$ cat config.mk
export PLATFORM = sky130hd
export DESIGN_NAME = csa_mac_unit
export DESIGN_NICKNAME = d
export VERILOG_FILES = /design/src/rtl/csa_mac_pkg.sv /design/src/rtl/pp_multiplier.sv /design/src/rtl/csa_row.sv /design/src/rtl/window_counter.sv /design/src/rtl/csa_mac_unit.sv
export SDC_FILE = /design/constraint.sdc
export NUM_CORES = 1
export LEC_CHECK = 0
export ABC_AREA = 1
export BUFFER_PORTS_ARGS = -buffer_cell sky130_fd_sc_hd__buf_2
export CAP_MARGIN = 20
export CORE_ASPECT_RATIO = 1.25
export CORE_MARGIN = 3
export CORE_UTILIZATION = 60
export CTS_CLUSTER_SIZE = 8
export DETAILED_ROUTE_END_ITERATION = 16
export GPL_ROUTABILITY_DRIVEN = 0
export PLACE_DENSITY_LB_ADDON = 0.1
export SLEW_MARGIN = 20
export SYNTH_ARGS = -nofsm -noshare
export SYNTH_HDL_FRONTEND = slang
export SYNTH_SLANG_ARGS = --single-unit
$ cat constraint.sdc
create_clock -name clk -period 11.2 [get_ports clk]
set_input_delay 1.68 -clock clk [delete_from_list [all_inputs] [get_ports clk]]
set_output_delay 1.68 -clock clk [all_outputs]
set_load 0.05 [all_outputs]
$ cat src/rtl/csa_mac_pkg.sv
package csa_mac_pkg;
  localparam int OPND_W  = 8;
  localparam int WINDOW  = 8;
  localparam int PROD_W  = 2 * OPND_W;
  localparam int ACCUM_W = PROD_W + $clog2(WINDOW);

  function automatic logic maj3(input logic x, input logic y, input logic z);
    return (x & y) | (x & z) | (y & z);
  endfunction
endpackage

$ cat src/rtl/pp_multiplier.sv
module pp_multiplier #(
  parameter int W = 8
) (
  input  logic [W-1:0]   mcand,
  input  logic [W-1:0]   mplier,
  output logic [2*W-1:0] prod
);
  localparam int PW = 2 * W;

  logic [W-1:0] row [W];

  genvar gi;
  generate
    for (gi = 0; gi < W; gi++) begin : g_row
      assign row[gi] = mcand & {W{mplier[gi]}};
    end
  endgenerate

  always_comb begin
    prod = '0;
    for (int r = 0; r < W; r++) begin
      prod = prod + (PW'(row[r]) << r);
    end
  end
endmodule

$ cat src/rtl/csa_row.sv
module csa_row #(
  parameter int W = 19
) (
  input  logic [W-1:0] in_x,
  input  logic [W-1:0] in_y,
  input  logic [W-1:0] in_z,
  output logic [W-1:0] sum_v,
  output logic [W-1:0] carry_v
);
  import csa_mac_pkg::*;

  logic [W-1:0] gen;

  genvar gb;
  generate
    for (gb = 0; gb < W; gb++) begin : g_fa
      assign sum_v[gb] = in_x[gb] ^ in_y[gb] ^ in_z[gb];
      assign gen[gb]   = maj3(in_x[gb], in_y[gb], in_z[gb]);
    end
  endgenerate

  assign carry_v = {gen[W-2:0], 1'b0};
endmodule

$ cat src/rtl/window_counter.sv
module window_counter #(
  parameter int N = 8
) (
  input  logic clk,
  input  logic restart,
  input  logic adv,
  output logic last
);
  localparam int CW = (N > 1) ? $clog2(N) : 1;
  localparam logic [CW-1:0] TOP = CW'(N - 1);

  logic [CW-1:0] cnt_q;

  always_ff @(posedge clk) begin
    if (restart) begin
      cnt_q <= '0;
    end else if (adv) begin
      cnt_q <= (cnt_q == TOP) ? '0 : cnt_q + 1'b1;
    end
  end

  assign last = (cnt_q == TOP);
endmodule

$ cat src/rtl/csa_mac_unit.sv
module csa_mac_unit #(
  parameter int OPND_W  = csa_mac_pkg::OPND_W,
  parameter int WINDOW  = csa_mac_pkg::WINDOW,
  parameter int ACCUM_W = 2 * OPND_W + $clog2(WINDOW)
) (
  input  logic               clk,
  input  logic               rst,
  input  logic               clr,
  input  logic               in_valid,
  output logic               in_ready,
  input  logic [OPND_W-1:0]  op_a,
  input  logic [OPND_W-1:0]  op_b,
  output logic [ACCUM_W-1:0] result,
  output logic               done
);
  localparam int PROD_W = 2 * OPND_W;

  logic [PROD_W-1:0]  prod;
  logic [ACCUM_W-1:0] sum_q, carry_q, sum_n, carry_n;
  logic               done_q, accept, last, wipe;

  assign in_ready = ~done_q;
  assign accept   = in_valid & in_ready & ~clr & ~rst;
  assign wipe     = rst | clr;

  pp_multiplier #(.W(OPND_W)) u_mul (
    .mcand (op_a),
    .mplier(op_b),
    .prod  (prod)
  );

  csa_row #(.W(ACCUM_W)) u_csa (
    .in_x   (sum_q),
    .in_y   (carry_q),
    .in_z   (ACCUM_W'(prod)),
    .sum_v  (sum_n),
    .carry_v(carry_n)
  );

  window_counter #(.N(WINDOW)) u_cnt (
    .clk    (clk),
    .restart(wipe),
    .adv    (accept),
    .last   (last)
  );

  always_ff @(posedge clk) begin
    if (wipe || done_q) begin
      sum_q   <= '0;
      carry_q <= '0;
      done_q  <= 1'b0;
    end else begin
      if (accept) begin
        sum_q   <= sum_n;
        carry_q <= carry_n;
      end
      done_q <= accept & last;
    end
  end

  assign result = sum_q + carry_q;
  assign done   = done_q;
endmodule

* Word-level counts from Yosys, hierarchy flattened
Index checks and enable logic that the tools add are counted.
** Storage, ports and cells
- Flip-flop bits (word level) :: 41
- Output and inout port bits :: 21
- Word-level logic and storage cells :: 144
** Cells by class
- $add $sub $neg :: 9
- Equality and inequality tests :: 1
- Multiplexer cells :: 1
- Bitwise operators :: 128
- Reductions and logical operators :: 1
** Operators by type and width (number)
- $and A8 B8 Y8 :: 8
- $and A1 B1 Y1 :: 52
- $xor A1 B1 Y1 :: 34
- $or A1 B1 Y1 :: 31
- $add A19 B19 Y19 :: 1
- $add A16 B10 Y16 :: 1
- $add A16 B11 Y16 :: 1
- $add A16 B12 Y16 :: 1
- $add A16 B13 Y16 :: 1
- $add A16 B14 Y16 :: 1
- $add A16 B15 Y16 :: 1
- $add A8 B9 Y10 :: 1
- $add A3 B1 Y3 const B :: 1
- $eq A3 B3 Y1 const B :: 1
- $mux W3 :: 1
- $not A1 Y1 :: 3
- $logic_or A1 B1 Y1 :: 1

* Longest topological paths before layout
Gate-level depths: netlist (run 1).
- Depth in word-level cells :: 11
- Gate-level depth with buffers :: 29
- Depth with buffers taken out :: 28

* Hierarchy
A second synthesis (run 1) with hierarchy kept.
** Unflattened totals
- Cell total of the unflattened synthesis :: 749
- Area total of the unflattened synthesis :: 5149.9 um^2
** By module, submodules not included
- csa_mac_unit :: times used 1, cells each 369, area an instance 2444.8 um^2
- pp_multiplier :: times used 1, cells each 333, area an instance 2159.6 um^2
- csa_row :: times used 1, cells each 29, area an instance 406.6 um^2
- window_counter :: times used 1, cells each 18, area an instance 138.9 um^2

* Worst setup path after synthesis (run 1)
OpenSTA, ideal clock, no wires.
- Kind :: in2reg
- From :: in op_a[1]
- To :: reg sum_q[12]
- Setup time :: 115 ps
- Data arrival time :: 6991 ps
- Required time :: 11085 ps
- Path slack :: 4094 ps
- Cell stages on the path :: 27
- Buffers on the path :: 1
- Path through :: clkbuf_1 > nand2_1 > inv_1 > ha_1 > inv_1 > fa_1 > inv_1 > nand4_1 > o211ai_2 > xnor2_1 > inv_1 > fa_1 > inv_1 > fa_1 > inv_1 > fa_1 > inv_1 > fa_1 > inv_1 > fa_1 > a21oi_1 > o21bai_2 > a21oi_1 > xor2_1 > fa_1 > nor2_1 > o21a_1
** Between the ends
- Longest elaborated chain between the ends :: 9
** RTL lines
- start: declaration :: RTL line csa_mac_unit.sv:11 : input logic [OPND_W-1:0] op_a,
- $and A8 B8 Y8 :: RTL line pp_multiplier.sv:15 : assign row[gi] = mcand & {W{mplier[gi]}};
- $add A8 B9 Y10 :: RTL line pp_multiplier.sv:22 : prod = prod + (PW'(row[r]) << r);
- $add A16 B10 Y16 :: RTL line pp_multiplier.sv:22
- $add A16 B11 Y16 :: RTL line pp_multiplier.sv:22
- $add A16 B12 Y16 :: RTL line pp_multiplier.sv:22
- $add A16 B13 Y16 :: RTL line pp_multiplier.sv:22
- $add A16 B14 Y16 :: RTL line pp_multiplier.sv:22
- $add A16 B15 Y16 (*) :: RTL line pp_multiplier.sv:22
- $xor A1 B1 Y1 (*) :: RTL line csa_row.sv:17 : assign sum_v[gb] = in_x[gb] ^ in_y[gb] ^ in_z[gb];
- end signal: assignment :: RTL line csa_mac_unit.sv:54 : sum_q <= sum_n;
- end: declaration :: RTL line csa_mac_unit.sv:19 : logic [ACCUM_W-1:0] sum_q, carry_q, sum_n, carry_n;
Every way passes the cells marked *; elsewhere a longest branch is shown, timed or not.
A chain may end at the register's enable or synchronous reset.

* Final worst setup path (run 1)
Same ends and word-level chain as after synthesis.

==> results of run 1 <==
==> worst paths after layout <==
check                                 to              startpoint  cells past startpoint
setup / recovery  sum_q[12]$_SDFFE_PP0P_                 op_a[1]                     27
hold reg to reg   sum_q[17]$_SDFFE_PP0P_  sum_q[17]$_SDFFE_PP0P_                      2
hold / removal    sum_q[17]$_SDFFE_PP0P_  sum_q[17]$_SDFFE_PP0P_                      2
setup reg to reg   sum_q[2]$_SDFFE_PP0P_   sum_q[2]$_SDFFE_PP0P_                      4
==> cell usage after synthesis (2+ instances only) <==
master    count
xnor2_1      10
buf_2         3
nand4_1       3
nand2_2       6
a21oi_1      37
fa_1         50
nor2_2        2
nand3_1      19
o21ai_0       6
dfxtp_1      41
a21oi_2       2
clkbuf_1     19
inv_1       160
o21a_1       30
and2_1        2
inv_2         2
nor3_1        2
nor2_1       83
xor2_1       12
buf_4         4
o21ai_1       2
ha_1         54
a31oi_1       2
nand2_1     169
==> cell type report <==
| cell class | instances | share of cell area [%] |
|---|---|---|
| repair buffers | 40 | 3.66 |
| inverters | 163 | 11.2 |
| well taps | 97 | 2.22 |
| multi-input cells | 502 | 65.7 |
| clock buffers | 6 | 1.51 |
| flip-flops and latches | 41 | 15.0 |
| clock inverters | 2 | 0.686 |
==> worst max-delay path: stages <==
cell	delay (ps)
buf_2	170
nand2_1	70
inv_1	50
ha_1	170
inv_1	60
fa_1	390
inv_1	90
nand4_1	110
o211ai_2	100
xnor2_1	140
inv_1	70
fa_1	530
inv_1	50
fa_1	530
inv_1	50
fa_1	530
inv_1	50
fa_1	530
inv_1	70
fa_1	460
a21oi_1	220
o21bai_2	110
a21oi_1	170
xor2_1	100
fa_1	490
nor2_1	40
o21a_1	180
==> power breakdown <==
group / switching [mW] / total, mW / internal, mW / leakage (nW)
Clock: 0.0540 / 0.127 / 0.0725 / 0.0574
Sequential: 0.00677 / 0.164 / 0.158 / 0.332
Combinational: 0.296 / 0.470 / 0.174 / 2.65
Total: 0.357 / 0.761 / 0.404 / 3.04
==> kinds of logic (layout without fill, tap and decap cells) <==
family / Yosys count / after routing / share of synthesized area (%)
AOI/OAI and AO/OA: 86 / 86 / 10.6
adders and majority gates: 104 / 104 / 32.5
DFF: 41 / 41 / 15.9
xor gates and xnor gates: 22 / 22 / 3.74
buffers and inverters: 190 / 211 / 14.3
and+or+nand+nor: 290 / 290 / 22.8
==> cell usage in the layout, fill, tap and decap left out, drive strengths merged <==
master,instances
or2,2
clkinvlp,1
nor3,2
clkinv,1
clkbuf,6
o21bai,2
buf,40
bufinv,1
o21a,30
xnor2,10
o21ai,9
inv,162
ha,54
and2,2
a31oi,2
xor2,12
nor2,86
nand3,20
a21o,1
nand4,3
nand2,175
o211ai,2
a211oi,1
dfxtp,41
a21oi,39
fa,50
==> flip-flops by register name (all words and copies together), names as in the netlist <==
signal and count:
sum_q 19, carry_q 18, u_cnt.cnt_q 3, done 1
==> metal layers <==
layer	routed length (um)	share of wire [%]
met2	5580	54
met1	4430	43
met4	114	1.1
met5	0	0
met3	240	2.3
==> stage by stage <==
stage	util [%]	power, mW
CTS	66.0	0.767
floorplan	-	0.546
detailed placement	64.5	0.640
finish	66.0	0.761
global route	66.0	0.846
global placement	64.5	0.618
==> metrics.yaml, run 1 <==
cts_sinks: 41
postCtsSetupBuffers: 0
fin_ws_ps: 4180
nNetsFinal: 877
grt.busiest_layer: "met2"
initial_core_util_pct: 62.2
drive_gt1_share_pct: 9.02
drc_errors: 0
rsz0062_at_grt: "false"
yosysSeqAreaShare_pct: 15.9
yosys.area.top_type: "fa_1"
synth_top_area_share_pct: 19.4
drv_slew: 0
finalHoldViolations: 0
insertion_delay_ps: 300
finalClockSkew_ps: 7.29
cts_tree: "done"
dp_hpwl_um: 8570
worst_pin_slew_ps: 732
numCtsBuffers: 5
syn2layout_area_growth_pct: 6.09
n_fill_cell: 756
criticalPathCategory: "in2reg"
clk_transition_reported_paths_ps: 90
min_period_over_period_pct: 62.6
grt_usage_pct: 23.5
startpoint_type: "primary input"
post_cts_resized: 0
cp.arrival_ps: 7210
maxCapViolCount: 0
synth.avg_cell_area_um2: 7.03
cp-end-kind: "flop"
rrSetupSlack_ps: 9860
hold_path.class: "reg2reg"
grt_max_degree: 41
drt-vias-per-instance: 5.10
ys_warn_count: 0
leakagePower_nw: 3.04
synth_nets: 857
dp.cells: 843
ios: 41
synthArstFlopShare_pct: 0
synthTopCellsByArea: "fa_1, dfxtp_1, ha_1"
ctsHoldBuffers: 0
diodes: 0
ys_ff_latch: 41
antenna_left: 0
path_max_fanout: 8
routedWlPerCell_um: 12.2
grt_pass1_vias: 4312
setup_tns_ps: 0
status: "finished, final reports clean"
vias: 4338
clockBufferDepth: 2
instances_no_fill: 851
slew_headroom_pct: 51.2
met1_usage_pct: 28.3
dr.pass1.iters: 4
cp.required_ps: 11390
synth_edf_count: 0
synth_cell_type_count: 37
core_mm2: 0.00829
rows: 37
ys.flop_type: "dfxtp_1"
placed_cell_area_mm2: 0.00535
peakVddDrop_mv: 0.0831
regArea_um2: 821
cts_root_buf: "clkbuf_8"
htree_levels: 2
place.port_buffers: 40
antenna_found_initial: 0
report.final.setup_viol: 0
die_h_um: 110
drt_iter0_drc: 153
postSynthCellCount: 733
design_area_mm2: 0.00547
routed_wl_um: 10400
place_ws_ps: 3860
dieArea_mm2: 0.00975
grt_use_met2_pct: 44.6
grt_pass1_wl_um: 18300
hold_ws_ps: 474
fmax_mhz: 143
overflow: 0
fin_crit_ps: 7020
die_w_um: 88.9
multi_input_area_mm2: 0.00359
gr-usage-met3_pct: 1.50
synthesis.area_mm2: 0.00515
powerDensity_mw_per_mm2: 139
Note: power is estimated with default switching activity, not from simulation.
==> run 2: changes to the inputs <==
--- a/config.mk
+++ b/config.mk
@@ -10,7 +10,7 @@
 export CAP_MARGIN = 20
 export CORE_ASPECT_RATIO = 1.25
 export CORE_MARGIN = 3
-export CORE_UTILIZATION = 60
+export CORE_UTILIZATION = 56
 export CTS_CLUSTER_SIZE = 8
 export DETAILED_ROUTE_END_ITERATION = 16
 export GPL_ROUTABILITY_DRIVEN = 0
==> constraint.sdc (replaced) <==
create_clock -name clk -period 6.3 [get_ports clk]
set_input_delay 0.945 -clock clk [delete_from_list [all_inputs] [get_ports clk]]
set_output_delay 0.945 -clock clk [all_outputs]
set_load 0.05 [all_outputs]
==> metrics.yaml, run 2 (same netlist as run 1, synthesis figures left out) <==
dp_hpwl_um: 8590  # +0.20%
routedWlPerCell_um: 11.4  # -6.2%
cts_sinks: 41  # unchanged
drt-vias-per-instance: 4.83  # -5.3%
worst_pin_slew_ps: 727  # -4.83 ps
n_fill_cell: 846  # +12%
cpPeakStageDelay_ps: 520  # about the same
cts_tree: "done"
hold_path_end: "sum_q[17]$_SDFFE_PP0P_"
r2r-start: "sum_q[2]$_SDFFE_PP0P_"
die_w_um: 91.8  # +3.3%
initial_core_util_pct: 58.3  # -3.9 points
hold_path.class: "reg2reg"
grt_usage_pct: 20.7  # -2.7 points
placed_cell_area_mm2: 0.00560  # +4.6%
r2r-end: "sum_q[2]$_SDFFE_PP0P_"
crit_path_start: "op_b[0]"
place.port_buffers: 40  # unchanged
maxCapViolCount: 0  # unchanged
registers.top_by_ff_count: "sum_q"
largest_register_ffs: 19  # unchanged
finalClockSkew_ps: 3.28  # -4.01 ps
layout_common_cells: "nand2_1, inv_1, nor2_1"
hold_start: "sum_q[17]$_SDFFE_PP0P_"
drv_slew: 0  # unchanged
dr.pass1.iters: 4  # unchanged
status: "finished, final reports clean"
p_sw_share_pct: 47.2  # +0.24 points
numCtsBuffers: 5  # unchanged
peakVddDrop_mv: 0.139  # +67%
die_h_um: 113  # +3.3%
cp.arrival_ps: 6280  # -930 ps
routed_wl_um: 10300  # -0.43%
seqPwrFrac_pct: 21.2  # -0.4 points
drt_iter0_drc: 130  # -15%
core_mm2: 0.00884  # +6.7%
clockPowerShare_pct: 12.6  # -4.0 points
rows: 38  # +2.7%
powerDensity_mw_per_mm2: 240  # +72%
clockBufferDepth: 2  # unchanged
largestRegisters: "sum_q x19, carry_q x18, u_cnt.cnt_q x3"
grt_max_degree: 41  # unchanged
ff2ff_path_depth: 4  # unchanged
fin_crit_ps: 6100
leakagePower_nw: 3.17  # +4.1%
cts_root_buf: "clkbuf_8"
crit_top_cell: "inv_1"
cp-end-kind: "flop"
power_switching_mw: 0.652  # +83%
syn2layout_area_growth_pct: 11.7
grt_pass1_wl_um: 17900  # -2.0%
antenna_found_initial: 0  # unchanged
setup_tns_ps: 0  # unchanged
insertion_delay_ps: 290  # about the same
hold_path_depth: 2  # unchanged
finalHoldViolations: 0  # unchanged
drc_errors: 0  # unchanged
nNetsFinal: 907  # +3.4%
cp.required_ps: 6490  # -4900 ps
ctsHoldBuffers: 0  # unchanged
p_int_mw: 0.731  # +81%
htree_levels: 2  # unchanged
dieArea_mm2: 0.0104  # +6.7%
criticalPathCategory: "in2reg"
vias: 4359  # +0.48%
grt_pass1_vias: 4199  # -2.6%
slew_headroom_pct: 51.5  # +0.32 points
layout_commonest_cell: "nand2_1"
rrSetupSlack_ps: 4970  # -4890 ps
min_period_over_period_pct: 96.8
design_area_mm2: 0.00576  # +5.3%
path_max_fanout: 4  # -4
fmax_mhz: 164
clk_transition_reported_paths_ps: 70  # -20 ps
combinationalPowerShare_pct: 66.3  # +4.5 points
overflow: 0  # unchanged
report.final.setup_viol: 0  # unchanged
diodes: 0  # unchanged
drive_gt1_share_pct: 13.9  # +4.9 points
ios: 41  # unchanged
antenna_left: 0  # unchanged
crit_slowest_cell: "fa_1"
startpoint_type: "primary input"
run 2: cell count changes in the layout (fill, tap and decap cells not counted), sizes merged:
cell and change:
clkbuf +1, buf +30, clkinvlp -1, bufinv -1
run 2: worst max-delay path: cells and delay by family:
kind,cells,cell delay (ps)
AO/OA/AOI/OAI,4,500
XOR/XNOR,2,350
adder cells (fa/ha/maj),8,3300
buffers and inverters,10,780
AND/OR/NAND/NOR,5,370
run 2: stage by stage:
stage	hold slack, ps	power, mW	util [%]	setup slack (ps)	instances
3_5_place_dp	462	1.18	63.3	-188	895
3_3_place_gp	454	1.14	63.3	-38.3	895
2_1_floorplan	445	0.970	-	13.1	733
5_1_grt	506	1.54	65.1	-70.2	903
4_1_cts	473	1.36	64.2	108	902
6_report	474	1.38	65.1	203	903
run 2: worst max-delay path by stage:
| stage | endpoint | slack [ps] | cells after the start |
|---|---|---|---|
| 2_1_floorplan | sum_q[12]$_SDFFE_PP0P_ | 10 | 27 |
| 3_3_place_gp | sum_q[14]$_SDFFE_PP0P_ | -40 | 29 |
| 3_5_place_dp | sum_q[14]$_SDFFE_PP0P_ | -190 | 29 |
| 4_1_cts | sum_q[14]$_SDFFE_PP0P_ | 110 | 29 |
| 5_1_grt | sum_q[14]$_SDFFE_PP0P_ | -70 | 29 |
| 6_report | sum_q[13]$_SDFFE_PP0P_ | 200 | 29 |
run 2: timing repair:
item / 4_1_cts / 5_1_grt
resized for setup: 0 / 15
setup endpoints to repair: 0 / 12
setup buffers: 0 / 1
run 2: power groups by stage:
stage | Clock (mW) | Combinational, mW | Sequential [mW]
2_1_floorplan | 0 | 0.675 | 0.295
3_3_place_gp | 0 | 0.846 | 0.297
3_5_place_dp | 0 | 0.878 | 0.298
4_1_cts | 0.180 | 0.884 | 0.293
5_1_grt | 0.192 | 1.05 | 0.295
6_report | 0.174 | 0.917 | 0.293
run 2: layout make-up:
type | count | area [um2] | share of cell area, %
Inverter | 163 | 612 | 10.6
Sequential cell | 41 | 821 | 14.2
Timing Repair Buffer | 70 | 425 | 7.38
Tap cell | 120 | 150 | 2.61
Multi-Input combinational cell | 502 | 3670 | 63.6
Clock buffer | 7 | 86.3 | 1.50
run 2: layer usage:
metal | global-route usage, % | wire, um | vias up
met4 | 5.15 | 149 | 0
met3 | 1.46 | 175 | 9
met5 | 0 | 0 | -
met2 | 39.2 | 5400 | 51
met1 | 25.4 | 4600 | 2001
li1 | - | - | 2298
==> run 3: changes to the inputs <==
--- a/config.mk
+++ b/config.mk
@@ -5,7 +5,6 @@
 export SDC_FILE = /design/constraint.sdc
 export NUM_CORES = 1
 export LEC_CHECK = 0
-export ABC_AREA = 1
 export BUFFER_PORTS_ARGS = -buffer_cell sky130_fd_sc_hd__buf_2
 export CAP_MARGIN = 20
 export CORE_ASPECT_RATIO = 1.25
==> metrics.yaml, run 3 <==
drc_errors: 0  # unchanged
cp.required_ps: 6530  # +40 ps
routedWlPerCell_um: 14.0  # +22%
place.port_buffers: 40  # unchanged
core_mm2: 0.00829  # -6.3%
cts_tree: "done"
synthMuxAreaShare_pct: 2.09  # +2.1 points
die_h_um: 109  # -3.5%
layout_common_cells: "inv_1, nor2_1, fa_1, ha_1, nand2_1"
synth_top_area_share_pct: 20.9  # +1.5 points
yosysSeqAreaShare_pct: 17.2  # +1.3 points
fin_crit_ps: 6110  # +10.7 ps
cpPeakStageDelay_ps: 490  # -30 ps
netlist_top_cells_count: "inv_1, nor2_1, ha_1, fa_1, nand2_1"
p_int_mw: 0.754  # +3.2%
combinationalPowerShare_pct: 66.0  # -0.3 points
finalClockSkew_ps: 9.52  # +6.23 ps
report.final.setup_viol: 0  # unchanged
ios: 41  # unchanged
ys_warn_count: 0  # unchanged
rsz0062_at_grt: "true"
postSynthCellCount: 560  # -24%
power_switching_mw: 0.612  # -6.1%
clockBufferDepth: 2  # unchanged
dp_hpwl_um: 8260  # -3.8%
synth_edf_count: 0  # unchanged
routed_wl_um: 10100  # -2.1%
initial_core_util_pct: 57.7  # -0.63 points
leakagePower_nw: 2.67  # -16%
setup_tns_ps: 0  # unchanged
crit_slowest_cell: "fa_1"
fmax_mhz: 164  # -0.18%
r2r-start: "done$_SDFF_PP0_"
grt_pass1_wl_um: 17100  # -4.6%
synth_cell_type_count: 50  # +35%
syn2layout_area_growth_pct: 16.9
clockPowerShare_pct: 12.7  # about the same
htree_levels: 2  # unchanged
min_period_over_period_pct: 96.9  # +0.17 points
regArea_um2: 821  # unchanged
vias: 3933  # -9.8%
finalPower_mw: 1.37  # -1.2%
rows: 37  # -2.6%
yosys.area_share.simple_pct: 16.1  # -6.7 points
slew_headroom_pct: 54.8  # +3.3 points
dr.pass1.iters: 4  # unchanged
ys.flop_type: "dfxtp_1"
synth_compound_area_share_pct: 15.8  # +5.2 points
drt-vias-per-instance: 5.43  # +13%
r2r-end: "sum_q[1]$_SDFFE_PP0P_"
status: "finished, final reports clean"
synth_fa_ha_area_share_pct: 35.1  # +2.6 points
largestRegisters: "sum_q x19, carry_q x18, u_cnt.cnt_q x3"
grt_max_degree: 70  # +71%
cp-end-kind: "flop"
grt_usage_pct: 22.0  # +1.3 points
synth.avg_cell_area_um2: 8.53  # +21%
hold_start: "carry_q[13]$_SDFFE_PP0P_"
rrSetupSlack_ps: 4960  # about the same
hold_path.class: "reg2reg"
place_ws_ps: -489  # -302 ps
numCtsBuffers: 5  # unchanged
largest_register_ffs: 19  # unchanged
synth.most_common_cell: "inv_1"
startpoint_type: "primary input"
fin_ws_ps: 192  # -10.7 ps
nNetsFinal: 750  # -17%
crit_top_cell: "fa_1"
synthXorXnorAreaFrac_pct: 4.77  # +1.0 points
drive_gt1_share_pct: 20.4  # +6.5 points
path_max_fanout: 5  # +1
clk_transition_reported_paths_ps: 80  # about the same
maxCapViolCount: 0  # unchanged
synthesis.area_mm2: 0.00478  # -7.3%
drt_iter0_drc: 137  # +5.4%
dieArea_mm2: 0.00968  # -6.9%
layout_commonest_cell: "inv_1"
n_fill_cell: 691  # -18%
ys_ff_latch: 41  # unchanged
registers.top_by_ff_count: "sum_q"
drv_slew: 0  # unchanged
synthArstFlopShare_pct: 0  # unchanged
cts_sinks: 41  # unchanged
hold_ws_ps: 512  # +37.6 ps
antenna_left: 0  # unchanged
p_sw_share_pct: 44.8  # -2.4 points
die_w_um: 88.6  # -3.5%
cts_root_buf: "clkbuf_8"
hold_path_end: "carry_q[13]$_SDFFE_PP0P_"
peakVddDrop_mv: 0.134  # -3.2%
worst_pin_slew_ps: 678  # -49.0 ps
synth_nets: 684  # -20%
fin_util_pct: 67.4  # +2.2 points
hold_path_depth: 2  # unchanged
seqPwrFrac_pct: 21.3  # about the same
multi_input_area_mm2: 0.00371  # +1.1%
criticalPathCategory: "in2reg"
diodes: 0  # unchanged
finalHoldViolations: 0  # unchanged
yosys.area.top_type: "fa_1"
cp.arrival_ps: 6340  # +60 ps
synthTopCellsByArea: "fa_1, dfxtp_1, ha_1"
overflow: 0  # unchanged
ctsHoldBuffers: 0  # unchanged
powerDensity_mw_per_mm2: 245  # +1.9%
antenna_found_initial: 0  # unchanged
synth_top_family_by_area: "adder cells"
grt_pass1_vias: 3995  # -4.9%
insertion_delay_ps: 300  # about the same
ff2ff_path_depth: 3  # -1
[run 3: power groups by stage]
| stage | clock, mW | sequential, mW | combinational [mW] |
|---|---|---|---|
| 3_3_place_gp | 0 | 0.297 | 0.789 |
| 5_1_grt | 0.184 | 0.294 | 1.03 |
| 6_report | 0.173 | 0.291 | 0.902 |
| 4_1_cts | 0.176 | 0.291 | 0.847 |
| 3_5_place_dp | 0 | 0.297 | 0.829 |
| 2_1_floorplan | 0 | 0.293 | 0.613 |
[run 3: through the flow]
step / cell area [um2] / std cells
final: 5580 / 724
after global routing: 5580 / 724
after CTS: 5400 / 721
after detailed placement: 5290 / 713
after global placement: 5290 / 713
after floorplan: 4800 / 560
[run 3: worst max-delay path, delay by kind of cell]
kind                       cells  cell delay, ps
AOI/OAI and AO/OA              8            1290
buffers and inverters          6             310
and+or+nand+nor                3             340
xor gates and xnor gates       1             210
adders and majority gates      8            3260
[run 3: cell families (layout without fill, tap and decap cells)]
kind of cell,after synthesis,after routing
buf+inv,111,178
xor+xnor,26,26
fa+ha+maj,104,104
compound gates,104,104
simple gates,164,164
flops,41,41
mux,10,10
[run 3: repair_timing]
action / 4_1_cts / 5_1_grt
setup endpoints to repair: 7 / 11
pin swaps: 7 / 34
setup buffers: 0 / 3
gates resized for setup: 8 / 37
[run 3: worst max path at each step]
stage	from	end	slack, ps	cells past startpoint
after floorplan	op_a[1]	sum_q[14]$_SDFFE_PP0P_	-20	25
after global placement	op_a[1]	sum_q[15]$_SDFFE_PP0P_	-310	26
after detailed placement	op_b[0]	sum_q[14]$_SDFFE_PP0P_	-490	26
after CTS	op_a[2]	sum_q[13]$_SDFFE_PP0P_	4	24
after global routing	op_b[0]	sum_q[14]$_SDFFE_PP0P_	-60	26
final	op_b[0]	sum_q[14]$_SDFFE_PP0P_	190	26
[run 3: per-layer routing]
layer / track usage, % / part of all wire, % / up-vias
met5: 0 / 0 / -
met4: 9.50 / 3.1 / 0
met3: 1.89 / 2.4 / 24
met2: 39.1 / 51 / 75
met1: 26.8 / 44 / 1853
li1: - / - / 1981
[run 3: area by class of cell]
| type | count | area share (%) |
|---|---|---|
| Timing Repair Buffer | 74 | 8.74 |
| Tap cell | 97 | 2.17 |
| Sequential cell | 41 | 14.7 |
| Inverter | 96 | 6.45 |
| Multi-Input combinational cell | 408 | 66.4 |
| Clock buffer | 6 | 1.30 |
| Clock inverter | 2 | 0.269 |
